`src/rtl/tacc_pkg.sv`:
```
package tacc_pkg;

    localparam int unsigned WORD_W   = 8;
    localparam int unsigned FIELD_W  = 4;
    localparam int unsigned DEPTH    = 1 << FIELD_W;
    localparam int unsigned N_WRITABLE = DEPTH - 2;
    localparam logic [FIELD_W-1:0] IDX_SER   = FIELD_W'(DEPTH - 2);
    localparam logic [FIELD_W-1:0] IDX_FRAME = FIELD_W'(DEPTH - 1);

    typedef enum logic [3:0] {
        OP_ADD  = 4'h0,
        OP_RSV  = 4'h1,
        OP_AND  = 4'h2,
        OP_LA   = 4'h3,
        OP_OR   = 4'h4,
        OP_XOR  = 4'h5,
        OP_SRL  = 4'h6,
        OP_SLL  = 4'h7,
        OP_ADDI = 4'h8,
        OP_LI   = 4'h9,
        OP_SOUT = 4'hA,
        OP_SIN  = 4'hB,
        OP_SA   = 4'hC,
        OP_BNEZ = 4'hD,
        OP_BEQZ = 4'hE,
        OP_JMP  = 4'hF
    } opcode_e;

    typedef enum logic [1:0] {
        MODE_NONE = 2'b00,
        MODE_RF   = 2'b01,
        MODE_PROG = 2'b10,
        MODE_RUN  = 2'b11
    } mode_e;

    typedef enum logic {
        ST_IDLE = 1'b0,
        ST_RUN  = 1'b1
    } state_e;

    typedef struct packed {
        opcode_e              op;
        logic [FIELD_W-1:0]   fld;
        logic                 imm_sel;
        logic                 acc_we;
        logic                 rf_we;
        logic                 serial;
        logic                 ser_dir;
        logic                 branch;
    } dec_t;

    function automatic logic [WORD_W-1:0] sext_field(input logic [FIELD_W-1:0] f);
        return {{(WORD_W-FIELD_W){f[FIELD_W-1]}}, f};
    endfunction

    function automatic dec_t decode(input logic [WORD_W-1:0] instr);
        dec_t d;
        d.op      = opcode_e'(instr[3:0]);
        d.fld     = instr[WORD_W-1:FIELD_W];
        d.imm_sel = 1'b0;
        d.acc_we  = 1'b0;
        d.rf_we   = 1'b0;
        d.serial  = 1'b0;
        d.ser_dir = 1'b0;
        d.branch  = 1'b0;
        case (d.op)
            OP_ADD, OP_AND, OP_LA, OP_OR, OP_XOR, OP_SRL, OP_SLL: d.acc_we = 1'b1;
            OP_ADDI, OP_LI: begin
                d.acc_we  = 1'b1;
                d.imm_sel = 1'b1;
            end
            OP_SOUT: begin
                d.serial  = 1'b1;
                d.ser_dir = 1'b1;
            end
            OP_SIN:  d.serial = 1'b1;
            OP_SA:   d.rf_we  = 1'b1;
            OP_BNEZ, OP_BEQZ, OP_JMP: d.branch = 1'b1;
            default: ;
        endcase
        return d;
    endfunction

    function automatic logic [WORD_W-1:0] alu_exec(input opcode_e op,
                                                   input logic [WORD_W-1:0] a,
                                                   input logic [WORD_W-1:0] b);
        logic [WORD_W-1:0] r;
        case (op)
            OP_ADD, OP_ADDI: r = a + b;
            OP_AND:          r = a & b;
            OP_OR:           r = a | b;
            OP_XOR:          r = a ^ b;
            OP_LA, OP_LI:    r = b;
            OP_SRL:          r = a >> b[2:0];
            OP_SLL:          r = a << b[2:0];
            default:         r = a;
        endcase
        return r;
    endfunction

endpackage

```
`src/rtl/tacc_imem.sv`:
```
module tacc_imem
    import tacc_pkg::*;
#(
    parameter int unsigned DEPTH_P = DEPTH,
    parameter int unsigned W_P     = WORD_W,
    localparam int unsigned AW     = $clog2(DEPTH_P)
) (
    input  logic          clk,
    input  logic          rst,
    input  logic          we,
    input  logic [AW-1:0] waddr,
    input  logic [W_P-1:0] wdata,
    input  logic [AW-1:0] raddr,
    output logic [W_P-1:0] rdata
);

    logic [W_P-1:0] mem_q [DEPTH_P];

    always_ff @(posedge clk) begin
        if (rst) begin
            for (int i = 0; i < int'(DEPTH_P); i++) mem_q[i] <= '0;
        end else if (we) begin
            mem_q[waddr] <= wdata;
        end
    end

    assign rdata = mem_q[raddr];

endmodule

```
`src/rtl/tacc_regfile.sv`:
```
module tacc_regfile
    import tacc_pkg::*;
#(
    parameter int unsigned DEPTH_P = DEPTH,
    parameter int unsigned NWR_P   = N_WRITABLE,
    parameter int unsigned W_P     = WORD_W,
    localparam int unsigned AW     = $clog2(DEPTH_P)
) (
    input  logic          clk,
    input  logic          rst,
    input  logic          we,
    input  logic [AW-1:0] waddr,
    input  logic [W_P-1:0] wdata,
    input  logic [AW-1:0] raddr,
    output logic [W_P-1:0] rdata
);

    logic [W_P-1:0] reg_q [NWR_P];

    generate
        for (genvar g = 0; g < int'(NWR_P); g++) begin : g_reg
            always_ff @(posedge clk) begin
                if (rst) reg_q[g] <= '0;
                else if (we && waddr == AW'(g)) reg_q[g] <= wdata;
            end
        end
    endgenerate

    always_comb begin
        rdata = '0;
        for (int i = 0; i < int'(NWR_P); i++) begin
            if (raddr == AW'(i)) rdata = reg_q[i];
        end
    end

endmodule

```
`src/rtl/tacc_seq.sv`:
```
module tacc_seq
    import tacc_pkg::*;
#(
    parameter int unsigned DEPTH_P = DEPTH,
    localparam int unsigned AW     = $clog2(DEPTH_P),
    localparam logic [AW-1:0] LAST = AW'(DEPTH_P - 1)
) (
    input  logic          clk,
    input  logic          rst,
    input  logic [1:0]    mode,
    input  logic          is_serial,
    input  logic          br_taken,
    input  logic [AW-1:0] br_target,
    input  logic          ser_busy,
    output logic [AW-1:0] pc,
    output logic          running,
    output logic          retire,
    output logic          ser_req
);

    state_e        state_q;
    logic [AW-1:0] pc_q;
    logic          armed_q;
    logic          issued_q;
    logic          start;

    assign running = (state_q == ST_RUN);
    assign start   = (state_q == ST_IDLE) && (mode == MODE_RUN) && armed_q;
    assign ser_req = running && is_serial && !issued_q;
    assign retire  = running && (!is_serial || (issued_q && !ser_busy));
    assign pc      = pc_q;

    always_ff @(posedge clk) begin
        if (rst) begin
            state_q  <= ST_IDLE;
            pc_q     <= '0;
            armed_q  <= 1'b1;
            issued_q <= 1'b0;
        end else begin
            if (mode != MODE_RUN) armed_q <= 1'b1;
            else if (start)       armed_q <= 1'b0;

            if (start) begin
                state_q  <= ST_RUN;
                pc_q     <= '0;
                issued_q <= 1'b0;
            end else if (running) begin
                if (ser_req) issued_q <= 1'b1;
                if (retire) begin
                    issued_q <= 1'b0;
                    if (br_taken) begin
                        pc_q <= br_target;
                    end else begin
                        pc_q <= pc_q + 1'b1;
                        if (pc_q == LAST) state_q <= ST_IDLE;
                    end
                end
            end
        end
    end

    AST_REQ_SINGLE: assert property (@(posedge clk) disable iff (rst)
        ser_req |=> !ser_req);
    AST_PC_HOLD_BUSY: assert property (@(posedge clk) disable iff (rst)
        (running && issued_q && ser_busy) |=> $stable(pc_q));
    AST_START_PC0: assert property (@(posedge clk) disable iff (rst)
        $rose(running) |-> (pc_q == '0));

endmodule

```
`src/rtl/tacc_core.sv`:
```
module tacc_core
    import tacc_pkg::*;
(
    input  logic                clk,
    input  logic                rst,
    input  logic [1:0]          ctrl_mode,
    input  logic                ld_valid,
    input  logic [FIELD_W-1:0]  ld_addr,
    input  logic [WORD_W-1:0]   ld_data,
    output logic                done,
    output logic [WORD_W-1:0]   acc_value,
    output logic                ser_req,
    output logic                ser_wr,
    output logic [WORD_W-1:0]   ser_wdata,
    input  logic                ser_busy,
    input  logic [WORD_W-1:0]   ser_rdata,
    input  logic                fc_flag,
    output logic                fc_reload
);

    logic [FIELD_W-1:0] pc;
    logic               running;
    logic               retire;
    logic [WORD_W-1:0]  instr;
    dec_t               dec;
    logic [WORD_W-1:0]  acc_q;
    logic [WORD_W-1:0]  rf_rdata;
    logic [WORD_W-1:0]  src_val;
    logic [WORD_W-1:0]  opnd;
    logic               br_taken;
    logic               imem_we;
    logic               rf_we;
    logic [FIELD_W-1:0] rf_waddr;
    logic [WORD_W-1:0]  rf_wdata;

    assign dec = decode(instr);

    assign imem_we = ld_valid && !running && (ctrl_mode == MODE_PROG);

    always_comb begin
        if (running) begin
            rf_we    = retire && dec.rf_we;
            rf_waddr = dec.fld;
            rf_wdata = acc_q;
        end else begin
            rf_we    = ld_valid && (ctrl_mode == MODE_RF);
            rf_waddr = ld_addr;
            rf_wdata = ld_data;
        end
    end

    tacc_imem u_imem (
        .clk   (clk),
        .rst   (rst),
        .we    (imem_we),
        .waddr (ld_addr),
        .wdata (ld_data),
        .raddr (pc),
        .rdata (instr)
    );

    tacc_regfile u_rf (
        .clk   (clk),
        .rst   (rst),
        .we    (rf_we),
        .waddr (rf_waddr),
        .wdata (rf_wdata),
        .raddr (dec.fld),
        .rdata (rf_rdata)
    );

    always_comb begin
        if (dec.fld == IDX_SER)        src_val = ser_rdata;
        else if (dec.fld == IDX_FRAME) src_val = {{(WORD_W-1){1'b0}}, fc_flag};
        else                           src_val = rf_rdata;
    end

    assign opnd = dec.imm_sel ? sext_field(dec.fld) : src_val;

    always_comb begin
        case (dec.op)
            OP_BNEZ: br_taken = (acc_q != '0);
            OP_BEQZ: br_taken = (acc_q == '0);
            OP_JMP:  br_taken = 1'b1;
            default: br_taken = 1'b0;
        endcase
    end

    tacc_seq u_seq (
        .clk       (clk),
        .rst       (rst),
        .mode      (ctrl_mode),
        .is_serial (dec.serial),
        .br_taken  (br_taken && dec.branch),
        .br_target (dec.fld),
        .ser_busy  (ser_busy),
        .pc        (pc),
        .running   (running),
        .retire    (retire),
        .ser_req   (ser_req)
    );

    always_ff @(posedge clk) begin
        if (rst) acc_q <= '0;
        else if (retire && dec.acc_we) acc_q <= alu_exec(dec.op, acc_q, opnd);
    end

    assign done      = !running;
    assign acc_value = acc_q;
    assign ser_wr    = dec.ser_dir;
    assign ser_wdata = src_val;
    assign fc_reload = retire && (dec.op == OP_LA) && (dec.fld == IDX_FRAME);

    AST_RELOAD_IN_RUN: assert property (@(posedge clk) disable iff (rst)
        fc_reload |-> !done);
    AST_DONE_STAY: assert property (@(posedge clk) disable iff (rst)
        (done && ctrl_mode != MODE_RUN) |=> done);
    AST_ACC_IDLE_HOLD: assert property (@(posedge clk) disable iff (rst)
        done |=> $stable(acc_q));
    AST_REQ_IN_RUN: assert property (@(posedge clk) disable iff (rst)
        ser_req |-> !done);

endmodule

```
`config.mk`:
```
export PLATFORM = sky130hd
export DESIGN_NAME = tacc_core
export DESIGN_NICKNAME = d
export VERILOG_FILES = /design/src/rtl/tacc_pkg.sv /design/src/rtl/tacc_imem.sv /design/src/rtl/tacc_regfile.sv /design/src/rtl/tacc_seq.sv /design/src/rtl/tacc_core.sv
export SDC_FILE = /design/constraint.sdc
export NUM_CORES = 1
export LEC_CHECK = 0
export CORE_UTILIZATION = 30
export DETAILED_ROUTE_END_ITERATION = 7
export DONT_BUFFER_PORTS = 1
export GPL_ROUTABILITY_DRIVEN = 0
export MAX_ROUTING_LAYER = met4
export PLACE_DENSITY = 0.47
export SYNTH_ARGS = -nofsm -noshare
export SYNTH_HDL_FRONTEND = slang
export SYNTH_SLANG_ARGS = --single-unit
```
`constraint.sdc`:
```
create_clock -name clk -period 5 [get_ports clk]
set_input_delay 0.5 -clock clk [delete_from_list [all_inputs] [get_ports clk]]
set_output_delay 0.5 -clock clk [all_outputs]
set_load 0.03 [all_outputs]
```
After elaboration in Yosys (flattened, before gate mapping). Memories as Yosys holds them, arrays and structs flattened. A register that Yosys moved wholly into a read port is not among the register bits. Cells that the tools add are included.

Register bits after elaboration: 15. Memory bits (writable): 240. Memories: 2. Output and inout bits: 20. Input bits: 27.

Memories: u_imem.mem_q (depth 16, width 8, rd ports 1, clocked after Yosys merged registers in 1, wr ports 16, line tacc_imem.sv:17) `logic [W_P-1:0] mem_q [DEPTH_P];`; u_rf.reg_q (depth 14, width 8, rd ports 14, clocked after Yosys merged registers in 0, wr ports 14, line tacc_regfile.sv:18) `logic [W_P-1:0] reg_q [NWR_P];`.

Reduce and logical (&&, ||, !) cells: 52. Add/sub/neg operators: 2. Eq/ne operators: 47. Mux-type cells: 102. Shift operators: 2. Bitwise gates (word level): 18.

Operators by type and width (count): $mux 8 (33); $eq 4x4->1 const B (23); $mux 1 (62); $pmux 8 s7 (1); $eq 4x3->1 const B (12); $logic_and 1x1->1 (28); $eq 4x2->1 const B (6); $mux 4 (5); $or 1x1->1 (14); $logic_not 4->1 (3); $reduce_or 2->1 (6); $reduce_or 9->1 (1); $add 8x8->8 (1); $and 8x8->8 (1); $eq 4x1->1 const B (2); $logic_not 8->1 (1); $or 8x8->8 (1); $reduce_bool 8->1 (1); $reduce_or 8->1 (1); $shl 8x3->8 (1); $shr 8x3->8 (1); $xor 8x8->8 (1); $reduce_bool 7->1 (1); $reduce_and 2->1 (3); 10 further kinds (14).

Logic depth before layout (Yosys ltp). Gate-level depths: netlist (run 1).

Depth in word-level cells: 20. Mapped depth: 26. Mapped depth without buffers: 20.

Cells and area by module. Synthesis (run 1) repeated with hierarchy kept, for this count alone.

Cells, all modules: 1285. Area total of the unflattened synthesis: 14696.6 um2.

By module, submodules not included: tacc_imem (cells each 375, times used 1, area each 5861.9 um2); tacc_regfile (cells each 495, times used 1, area each 5781.8 um2); tacc_core (cells each 365, times used 1, area each 2630.0 um2); tacc_seq (cells each 50, times used 1, area each 422.9 um2).

Least setup slack after synthesis (run 1). Ideal clock, no wire load.

Path type: reg-to-reg. Start point: reg (tool-made name). End point: reg acc_q[7] (netlist: acc_value[7]). Data arrival time: 4746 ps. Slack: 140 ps. Stages on the path, launching flop included: 26. Setup time: 114 ps. Path through: dfxtp_1 > buf_4 > buf_6 > buf_4 > mux2_2 > a2bb2oi_1 > a21o_1 > nand2_1 > buf_2 > buf_2 > buf_1 > o21ai_0 > a221oi_1 > a31oi_1 > nand3_1 > nor2_1 > or2_2 > ha_1 > nand2_1 > o21ai_0 > nand3_1 > nand2_1 > xnor2_1 > a21boi_0 > a22o_1 > a21o_1.

RTL lines: to (signal assigned) (line tacc_core.sv:105) `else if (retire && dec.acc_we) acc_q <= alu_exec(dec.op, acc_q, opnd);`; to (decl) (line tacc_core.sv:26) `logic [WORD_W-1:0] acc_q;`.

==> impl_metrics.yaml, run 1 <==
global_routing:
  antenna_found_initial: 2
  grt_max_degree: 50
  grt_pass1_wl_um: 70200
  first_global_vias: 10382
  track_usage_pct: 20.1
  gr-total-overflow: 0
logic_synthesis:
  synth-simple-area-share_pct: 18.9
  yosys_most_used_dff: "edfxtp_1"
  synth_xor_area_share_pct: 0.427
  synth-edff-count: 240
  synth.area.mux_share_pct: 10.1
  avgSynthCellArea_um2: 11.0
  synth-seq-cells: 259
  synth-adder-area-share_pct: 1.97
  synth_nets: 1353
  synth_cell_types: 76
  synth-compound-area-share_pct: 11.9
  yosys_warnings: 0
  async_reset_ff_share_pct: 0
  syn_inst: 1304
  syn_area_um2: 14400
  synth_seq_area_share_pct: 52.9
  synth_top_family_by_area: "simple AND/OR/NAND/NOR gates"
worst_hold_path:
  hp-class: "in2reg"
cts:
  root_buffer: "clkbuf_16"
  clk_pin_slew_worst_paths_ns: 0.06
  cts_setup_buffers: 0
  cts_buffer_depth: 3
  cts_tree: "done"
  clk_latency_ns: 0.59
  cts.htree.levels: 1
  tritoncts.num_buffers: 30
  clkSinkCount: 259
finish:
  area_growth_pct: 14.7
  nFillCells: 4659
  layout-drive-gt1-share_pct: 16.0
  final_cell_mix: "edfxtp_1 (240), nor2_1 (167), and2_1 (133)"
  multi_input_area_um2: 6230
  final_common_cell: "edfxtp_1"
  final-seq-area_um2: 7590
  fin_nets: 1373
route:
  drc: 4
  drt-initial-drc-count: 1056
  wl_um: 47400
  routedWlPerCell_um: 24.3
  vias_per_cell: 5.47
  route.met2.wl_um: 21400
  dr.pass1.iters: 8
  via_count: 10692
  ant_nets: 0
  top_layer_used: "met4"
  dr_wl_met3_um: 3540
  wl_met1_um: 21200
setup_path:
  endpoint_kind: "flop"
  cp.required_ns: 5.49
  critPathMaxFanout: 34
  path_class: "reg2reg"
  critPathArrivalTime_ns: 5.20
  cp-start-kind: "flop"
floorplanning:
  initial_core_util_pct: 30.6
  io_pins: 47
  row_count: 79
  die_height_um: 221
  fp.dieW_um: 221
  core_area_um2: 46900
  die_area_um2: 48700
sta:
  clock_skew_ns: 0.0325
  rsz0062_at_grt: "false"
  slew_viol_final: 0
  period_minus_slack_ns: 4.71
  fin_tns_setup_ns: 0
  timing.fmax_mhz: 212
  setup_viol: 0
  tightest_slew_ns: 1.05
  hold_viol_final: 0
  maxSlewHeadroom_pct: 30.1
  timing.final.crit_share_pct: 94.2
status:
  outcome: "complete, but fails checks"
  violations: "DRC"
power_and_ir_drop:
  p_leak_nw: 5.89
  ir_drop_mv: 0.237
  power_density_nw_per_um2: 360
  power_mw: 5.92
placed_design:
  io_buffers: 0
  dp_hpwl_um: 33000
job:
  drv_cap: 0
-- worst paths after layout --
path / from / end / slack (ns) / depth (start not counted)
worst min register to register: u_seq.armed_q$_SDFFE_PP1P_ / u_seq.armed_q$_SDFFE_PP1P_ / 0.51 / 1
worst max register to register: flop / acc_value[7]$_SDFFE_PP0P_ / 0.29 / 19
worst max-delay path: flop / acc_value[7]$_SDFFE_PP0P_ / 0.29 / 19
worst min-delay path: ctrl_mode[0] / u_seq.armed_q$_SDFFE_PP1P_ / 0.06 / 2
-- worst max-delay path: stages, from the launching register on --
cell and delay (ns):
dfxtp_2 0.34, buf_12 0.22, mux4_2 0.54, mux4_2 0.61, nor2_1 0.13, o221a_2 0.18
a31oi_1 0.04, and4_1 0.21, a221oi_2 0.26, o21a_1 0.31, ha_1 0.29, a21o_1 0.19
a21oi_1 0.25, o21ai_0 0.19, nand3_1 0.13, nand2_1 0.06, xnor2_1 0.13, a21boi_0 0.13
a22o_1 0.23, a21o_1 0.14
-- flip-flops by register name (all words and copies together) (netlist names), named ones only --
name / cells
u_imem.mem_q: 128
u_seq.issued_q: 1
u_seq.running: 1
u_rf.reg_q: 112
acc_value: 8
u_seq.pc: 4
u_seq.armed_q: 1
-- final cells by class --
cell class / instances / area share (%)
flip-flops and latches: 259 / 46.1
multi-input cells: 918 / 37.8
clock buffers: 35 / 4.80
well taps: 607 / 4.61
repair buffers: 86 / 4.24
clock inverters: 20 / 1.71
inverters: 29 / 0.676
diodes: 1 / 0.0152
-- stage by stage --
| step | utilization [%] | cells | cell area, µm² | setup slack [ns] | hold slack, ns |
|---|---|---|---|---|---|
| floorplan | - | 1304 | 14400 | 0.140 | 0.458 |
| global placement | 32.8 | 1898 | 15400 | 0.142 | 0.471 |
| detailed placement | 32.8 | 1898 | 15400 | 0.168 | 0.484 |
| CTS | 35.1 | 1954 | 16400 | 0.137 | 0.0436 |
| global route | 35.1 | 1955 | 16500 | 0.0324 | 0.0487 |
| finish | 35.1 | 1955 | 16500 | 0.289 | 0.0617 |
-- what timing repair did --
action	CTS	global route
setup endpoints to repair	0	3
hold endpoints to repair	6	0
resized for setup	0	5
hold buffers	1	0
-- synthesized netlist by cell type (all sizes together), types with 5 or more instances --
master    n  area share (%)
a211oi   17            0.89
a21o      8            0.42
a21oi    59             2.1
a221oi   16             1.1
a22oi    11            0.58
a31oi    11            0.69
and2    135             5.9
and3     11            0.48
buf      29             1.3
clkbuf   69             1.8
dfxtp    19             2.7
edfxtp  240              50
ha       21             1.8
inv      28            0.75
mux2      8            0.63
mux2i    52             3.6
mux4     37             5.8
nand2    89             2.3
nand2b    6            0.26
nand3    37             1.3
nand4     6            0.26
nor2    170             4.5
nor2b    11            0.53
nor3     22            0.77
nor3b     7            0.37
nor4      5            0.22
o211ai    9            0.47
o21ai    49             1.7
o21bai   15            0.78
o22ai     7            0.31
o31ai     5            0.26
or2      21            0.92
or3      15            0.65
-- logic make-up after synthesis --
logic type | count (synthesis)
buffers and inverters | 127
XOR/XNOR | 7
AND/OR/NAND/NOR | 543
multiplexers | 97
adder cells (fa/ha/maj) | 22
AO/OA/AOI/OAI | 249
flip-flops | 259
-- report_power, final --
| part | switching (mW) | internal, mW |
|---|---|---|
| logic | 0.654 | 0.350 |
| clock network | 0.941 | 1.49 |
| registers | 0.0519 | 2.44 |
| total | 1.65 | 4.27 |
-- per-layer routing --
layer | vias to the layer above | track usage (%)
met5 | - | -
met3 | 90 | 3.24
met1 | 5345 | 27.5
li1 | 4846 | -
met2 | 411 | 30.8
met4 | 0 | 5.34
Power figures use the tool's default switching activity.
==> run 2, diff against run 1 <==
--- a/config.mk
+++ b/config.mk
@@ -10,7 +10,8 @@
 export DONT_BUFFER_PORTS = 1
 export GPL_ROUTABILITY_DRIVEN = 0
 export MAX_ROUTING_LAYER = met4
-export PLACE_DENSITY = 0.47
+export PLACE_DENSITY = 0.52
+export REMOVE_ABC_BUFFERS = 1
 export SYNTH_ARGS = -nofsm -noshare
 export SYNTH_HDL_FRONTEND = slang
 export SYNTH_SLANG_ARGS = --single-unit
==> impl_metrics.yaml, run 2 (synthesized netlist as in run 1, its figures left out) <==
status:
  outcome: "complete, but fails checks"
  violations: "DRC"
global_routing:
  gr-total-overflow: 0
  grt_max_degree: 55
  grt_pass1_wl_um: 69400
  track_usage_pct: 19.7
  first_global_vias: 10462
  antenna_found_initial: 0
power_and_ir_drop:
  seq_power_share_pct: 44.9
  p_clk_share_pct: 37.1
  combPwrFrac_pct: 18.0
  p_sw_share_pct: 28.8
  power_density_nw_per_um2: 342
  ir_drop_mv: 0.287
  p_switching_mw: 1.60
  p_leak_nw: 5.77
  internal_power_mw: 3.95
route:
  drt-initial-drc-count: 1156
  vias_per_cell: 5.50
  drc: 3
  via_count: 10681
  wl_um: 46000
  routedWlPerCell_um: 23.7
  ant_nets: 0
  dr.pass1.iters: 7
finish:
  final_common_cell: "edfxtp_1"
  area_growth_pct: 13.0
  layout-drive-gt1-share_pct: 15.4
  multi_input_area_um2: 6220
  largest_register_ffs: 128
  final_cell_count_no_fill: 1943
  finalCoreUtilization_pct: 34.6
  regMostFlops: "u_imem.mem_q"
  fin_nets: 1364
  diodes: 0
  final_cell_mix: "edfxtp_1 (240), nor2_1 (168), and2_1 (133)"
  final-seq-area_um2: 7590
  nFillCells: 4670
sta:
  rsz0062_at_grt: "false"
  timing.final.crit_share_pct: 94.1
  fin_tns_setup_ns: 0
  timing.fmax_mhz: 213
  maxSlewHeadroom_pct: 18.4
  clock_skew_ns: 0.00825
  period_minus_slack_ns: 4.70
  slew_viol_final: 0
  tightest_slew_ns: 1.21
  hold_viol_final: 0
  setup_viol: 0
  setup_slack_ns: 0.296
floorplanning:
  row_count: 79
  die_area_um2: 48700
  die_height_um: 221
  fp.dieW_um: 221
  io_pins: 47
  core_area_um2: 46900
  initial_core_util_pct: 30.6
placed_design:
  io_buffers: 0
  dp.cells: 1892
  dp_hpwl_um: 32400
  place_worst_setup_slack_ns: 0.275
cts:
  clk_latency_ns: 0.56
  cts.htree.levels: 1
  tritoncts.num_buffers: 28
  clkSinkCount: 259
  cts_tree: "done"
  clk_pin_slew_worst_paths_ns: 0.07
  root_buffer: "clkbuf_16"
  cts_buffer_depth: 3
setup_path:
  critPathMaxFanout: 20
  endpoint_kind: "flop"
  crit_end: "acc_value[6]$_SDFFE_PP0P_"
  cp-start-kind: "flop"
  ff2ff_path_depth: 18
  critPathArrivalTime_ns: 5.17
  path_class: "reg2reg"
  rrSetupSlack_ns: 0.30
  cp.required_ns: 5.47
  worstReg2RegEnd: "acc_value[6]$_SDFFE_PP0P_"
worst_hold_path:
  hp-class: "in2reg"
job:
  drv_cap: 0
## run 2: stage by stage
stage	power [mW]	area, µm²	hold slack (ns)
after floorplan	3.13	13900	0.458
after CTS	5.56	16200	0.0159
after global routing	5.73	16200	0.0535
final	5.55	16200	0.0910
after global placement	3.52	15300	0.466
after detailed placement	3.52	15300	0.499
## run 2: cell type report
type | instances | share of cell area [%]
clock inverters | 18 | 0.911
inverters | 29 | 0.687
flip-flops and latches | 259 | 46.8
repair buffers | 79 | 3.99
multi-input cells | 918 | 38.3
well taps | 607 | 4.68
clock buffers | 33 | 4.57
## run 2: routing by layer
metal / global-route usage [%] / vias to the layer above / share of wire (%)
met1: 26.4 / 5339 / 44
met2: 31.3 / 445 / 47
li1: - / 4826 / -
met5: - / - / 0
met4: 5.37 / 0 / 2.3
met3: 2.34 / 71 / 6.5
## run 2: worst min-delay path by stage
stage	start	to	slack [ns]	depth (start not counted)
after global placement	u_seq.armed_q$_SDFFE_PP1P_	u_seq.armed_q$_SDFFE_PP1P_	0.47	1
final	ctrl_mode[0]	u_seq.armed_q$_SDFFE_PP1P_	0.09	2
after global routing	rst	acc_value[1]$_SDFFE_PP0P_	0.05	1
after floorplan	u_seq.armed_q$_SDFFE_PP1P_	u_seq.armed_q$_SDFFE_PP1P_	0.46	1
after detailed placement	u_seq.armed_q$_SDFFE_PP1P_	u_seq.armed_q$_SDFFE_PP1P_	0.50	1
after CTS	rst	u_seq.running$_SDFF_PP0_	0.02	1
## run 2: power by group through the flow
stage	Clock (mW)	Sequential (mW)	Combinational, mW
floorplan	0	2.53	0.597
global placement	0	2.54	0.984
detailed placement	0	2.54	0.985
CTS	2.08	2.49	0.988
global route	2.16	2.50	1.07
finish	2.06	2.49	1.00
## run 2: timing repair
item,4_1_cts,5_1_grt
resized for setup,0,3
hold buffers,0,0
setup buffers,0,0
setup endpoints to repair,0,1
## run 2: critical path: stages, from the launching register on
cell      delay (ns)
dfxtp_1         0.31
buf_4           0.27
mux4_2          0.57
mux4_2          0.66
nor2_1          0.36
o21ai_0         0.17
a41o_1          0.32
a31oi_4         0.23
ha_1            0.24
inv_1           0.07
fa_1            0.45
nor2b_1         0.12
o21ai_0         0.08
nand2b_1        0.12
nand3_1         0.08
nand2_1         0.08
xor2_1          0.13
o21ai_0         0.08
a221oi_1        0.25
==> run 3, diff against run 2 <==
--- a/config.mk
+++ b/config.mk
@@ -5,6 +5,7 @@
 export SDC_FILE = /design/constraint.sdc
 export NUM_CORES = 1
 export LEC_CHECK = 0
+export CORE_MARGIN = 5
 export CORE_UTILIZATION = 30
 export DETAILED_ROUTE_END_ITERATION = 7
 export DONT_BUFFER_PORTS = 1
==> impl_metrics.yaml, run 3 (synthesized netlist as in run 1, its figures left out) <==
sta:
  tightest_slew_ns: 1.07
  period_minus_slack_ns: 4.77
  clock_skew_ns: 0.0137
  maxSlewHeadroom_pct: 28.5
  fin_tns_setup_ns: 0
  timing.final.crit_share_pct: 95.4
  setup_slack_ns: 0.230
  setup_viol: 0
  timing.fmax_mhz: 210
  hold_viol_final: 0
  rsz0062_at_grt: "false"
  slew_viol_final: 0
finish:
  final_common_cell: "edfxtp_1"
  final_cell_mix: "edfxtp_1 (240), nor2_1 (166), and2_1 (134)"
  design_area_um2: 16200
  diodes: 0
  fin_nets: 1354
  nFillCells: 4742
  layout-drive-gt1-share_pct: 15.0
  largest_register_ffs: 128
  regMostFlops: "u_imem.mem_q"
  area_growth_pct: 12.9
  finalCoreUtilization_pct: 34.1
route:
  ant_nets: 0
  vias_per_cell: 5.48
  drt-initial-drc-count: 1016
  via_count: 10655
  dr.pass1.iters: 7
  wl_um: 45800
  drc: 0
  routedWlPerCell_um: 23.6
cts:
  cts_tree: "done"
  clk_latency_ns: 0.57
  cts_buffer_depth: 3
  root_buffer: "clkbuf_16"
  tritoncts.num_buffers: 29
  hold_buffers: 0
  cts.htree.levels: 1
  clkSinkCount: 259
  clk_pin_slew_worst_paths_ns: 0.06
power_and_ir_drop:
  ir_drop_mv: 0.241
  p_leak_nw: 5.73
  power_density_nw_per_um2: 342
setup_path:
  worstReg2RegEnd: "acc_value[7]$_SDFFE_PP0P_"
  cp.required_ns: 5.46
  path_class: "reg2reg"
  rrSetupSlack_ns: 0.23
  endpoint_kind: "flop"
  critPathArrivalTime_ns: 5.23
  critPathMaxFanout: 34
  cp-start-kind: "flop"
  ff2ff_path_depth: 18
global_routing:
  first_global_vias: 10604
  grt_max_degree: 55
  track_usage_pct: 17.6
  grt_pass1_wl_um: 69400
  globalRoute.busiestLayer: "met2"
  grt_util_met3_pct: 2.66
  grtUsageMet1_pct: 22.9
  antenna_found_initial: 1
  gr-total-overflow: 0
  grtUsageMet2_pct: 28.5
floorplanning:
  row_count: 80
  die_height_um: 229
  fp.dieW_um: 229
  io_pins: 47
  core_area_um2: 47500
  initial_core_util_pct: 30.2
  die_area_um2: 52300
job:
  drv_cap: 0
worst_hold_path:
  hp-start: "ctrl_mode[0]"
  holdPathStages: 2
  worstHoldEndpoint: "u_seq.armed_q$_SDFFE_PP1P_"
  hp-class: "in2reg"
placed_design:
  placed_area_um2: 15200
  place_worst_setup_slack_ns: 0.0952
  dp_hpwl_um: 32500
  io_buffers: 0
status:
  outcome: "finished, final reports clean"
run 3: cell types whose count changed in the layout (fill, tap and decap cells not counted), sizes merged:
cell / delta
buf: -11
clkbuf: -1
clkinvlp: +1
inv: +1
clkinv: +2
run 3: how the worst max path moves through the flow:
stage	end	cells past startpoint	slack, ns
final	acc_value[7]$_SDFFE_PP0P_	18	0.23
after global routing	acc_value[6]$_SDFFE_PP0P_	20	0.008
after CTS	acc_value[7]$_SDFFE_PP0P_	17	0.05
after detailed placement	acc_value[7]$_SDFFE_PP0P_	17	0.1
after global placement	acc_value[7]$_SDFFE_PP0P_	17	0.19
after floorplan	acc_value[6]$_SDFFE_PP0P_	19	-0.66
run 3: critical path: stages, from the launching register on:
cell and delay, ns:
dfxtp_1 0.35, buf_12 0.22, mux4_2 0.55, mux4_2 0.60
buf_4 0.28, nor2_1 0.18, buf_4 0.17, o21ai_0 0.13
a21oi_1 0.17, a211oi_1 0.07, buf_4 0.15, o21ai_0 0.25
a211oi_1 0.18, or2_2 0.34, ha_1 0.31, xnor2_1 0.18
a21boi_0 0.14, a22o_1 0.23, a21o_1 0.14
run 3: layout make-up:
class | instances | area (µm²) | area share (%)
clock buffers | 32 | 737 | 4.55
well taps | 615 | 769 | 4.75
multi-input cells | 918 | 6240 | 38.5
repair buffers | 68 | 573 | 3.54
flip-flops and latches | 259 | 7590 | 46.9
clock inverters | 22 | 175 | 1.08
inverters | 29 | 111 | 0.687
run 3: what timing repair did:
action                     CTS  global route
buffers inserted             0             3
setup endpoints to repair    0             3
gates resized for setup      0            10
run 3: per-layer routing:
layer / vias to the layer above / part of all wire (%) / routed length [µm]
met4: 0 / 3.0 / 1360
met5: - / 0 / 0
met1: 5350 / 43 / 19700
li1: 4812 / - / -
met3: 85 / 6.5 / 2990
met2: 408 / 47 / 21800
run 3: through the flow:
step                hold WS (ns)  instances  total power, mW
floorplan                  0.458       1206             3.13
global placement           0.470       1886             3.50
detailed placement         0.497       1886             3.50
CTS                      0.00761       1940             5.56
global route              0.0477       1943             5.75
finish                    0.0807       1943             5.55
run 3: power breakdown:
| part | total (mW) | leakage, nW | internal [mW] | switching [mW] |
|---|---|---|---|---|
| clock | 2.07 | 0.445 | 1.17 | 0.900 |
| combinational | 0.984 | 2.64 | 0.341 | 0.643 |
| sequential | 2.49 | 2.65 | 2.44 | 0.0542 |
| total | 5.55 | 5.73 | 3.95 | 1.60 |
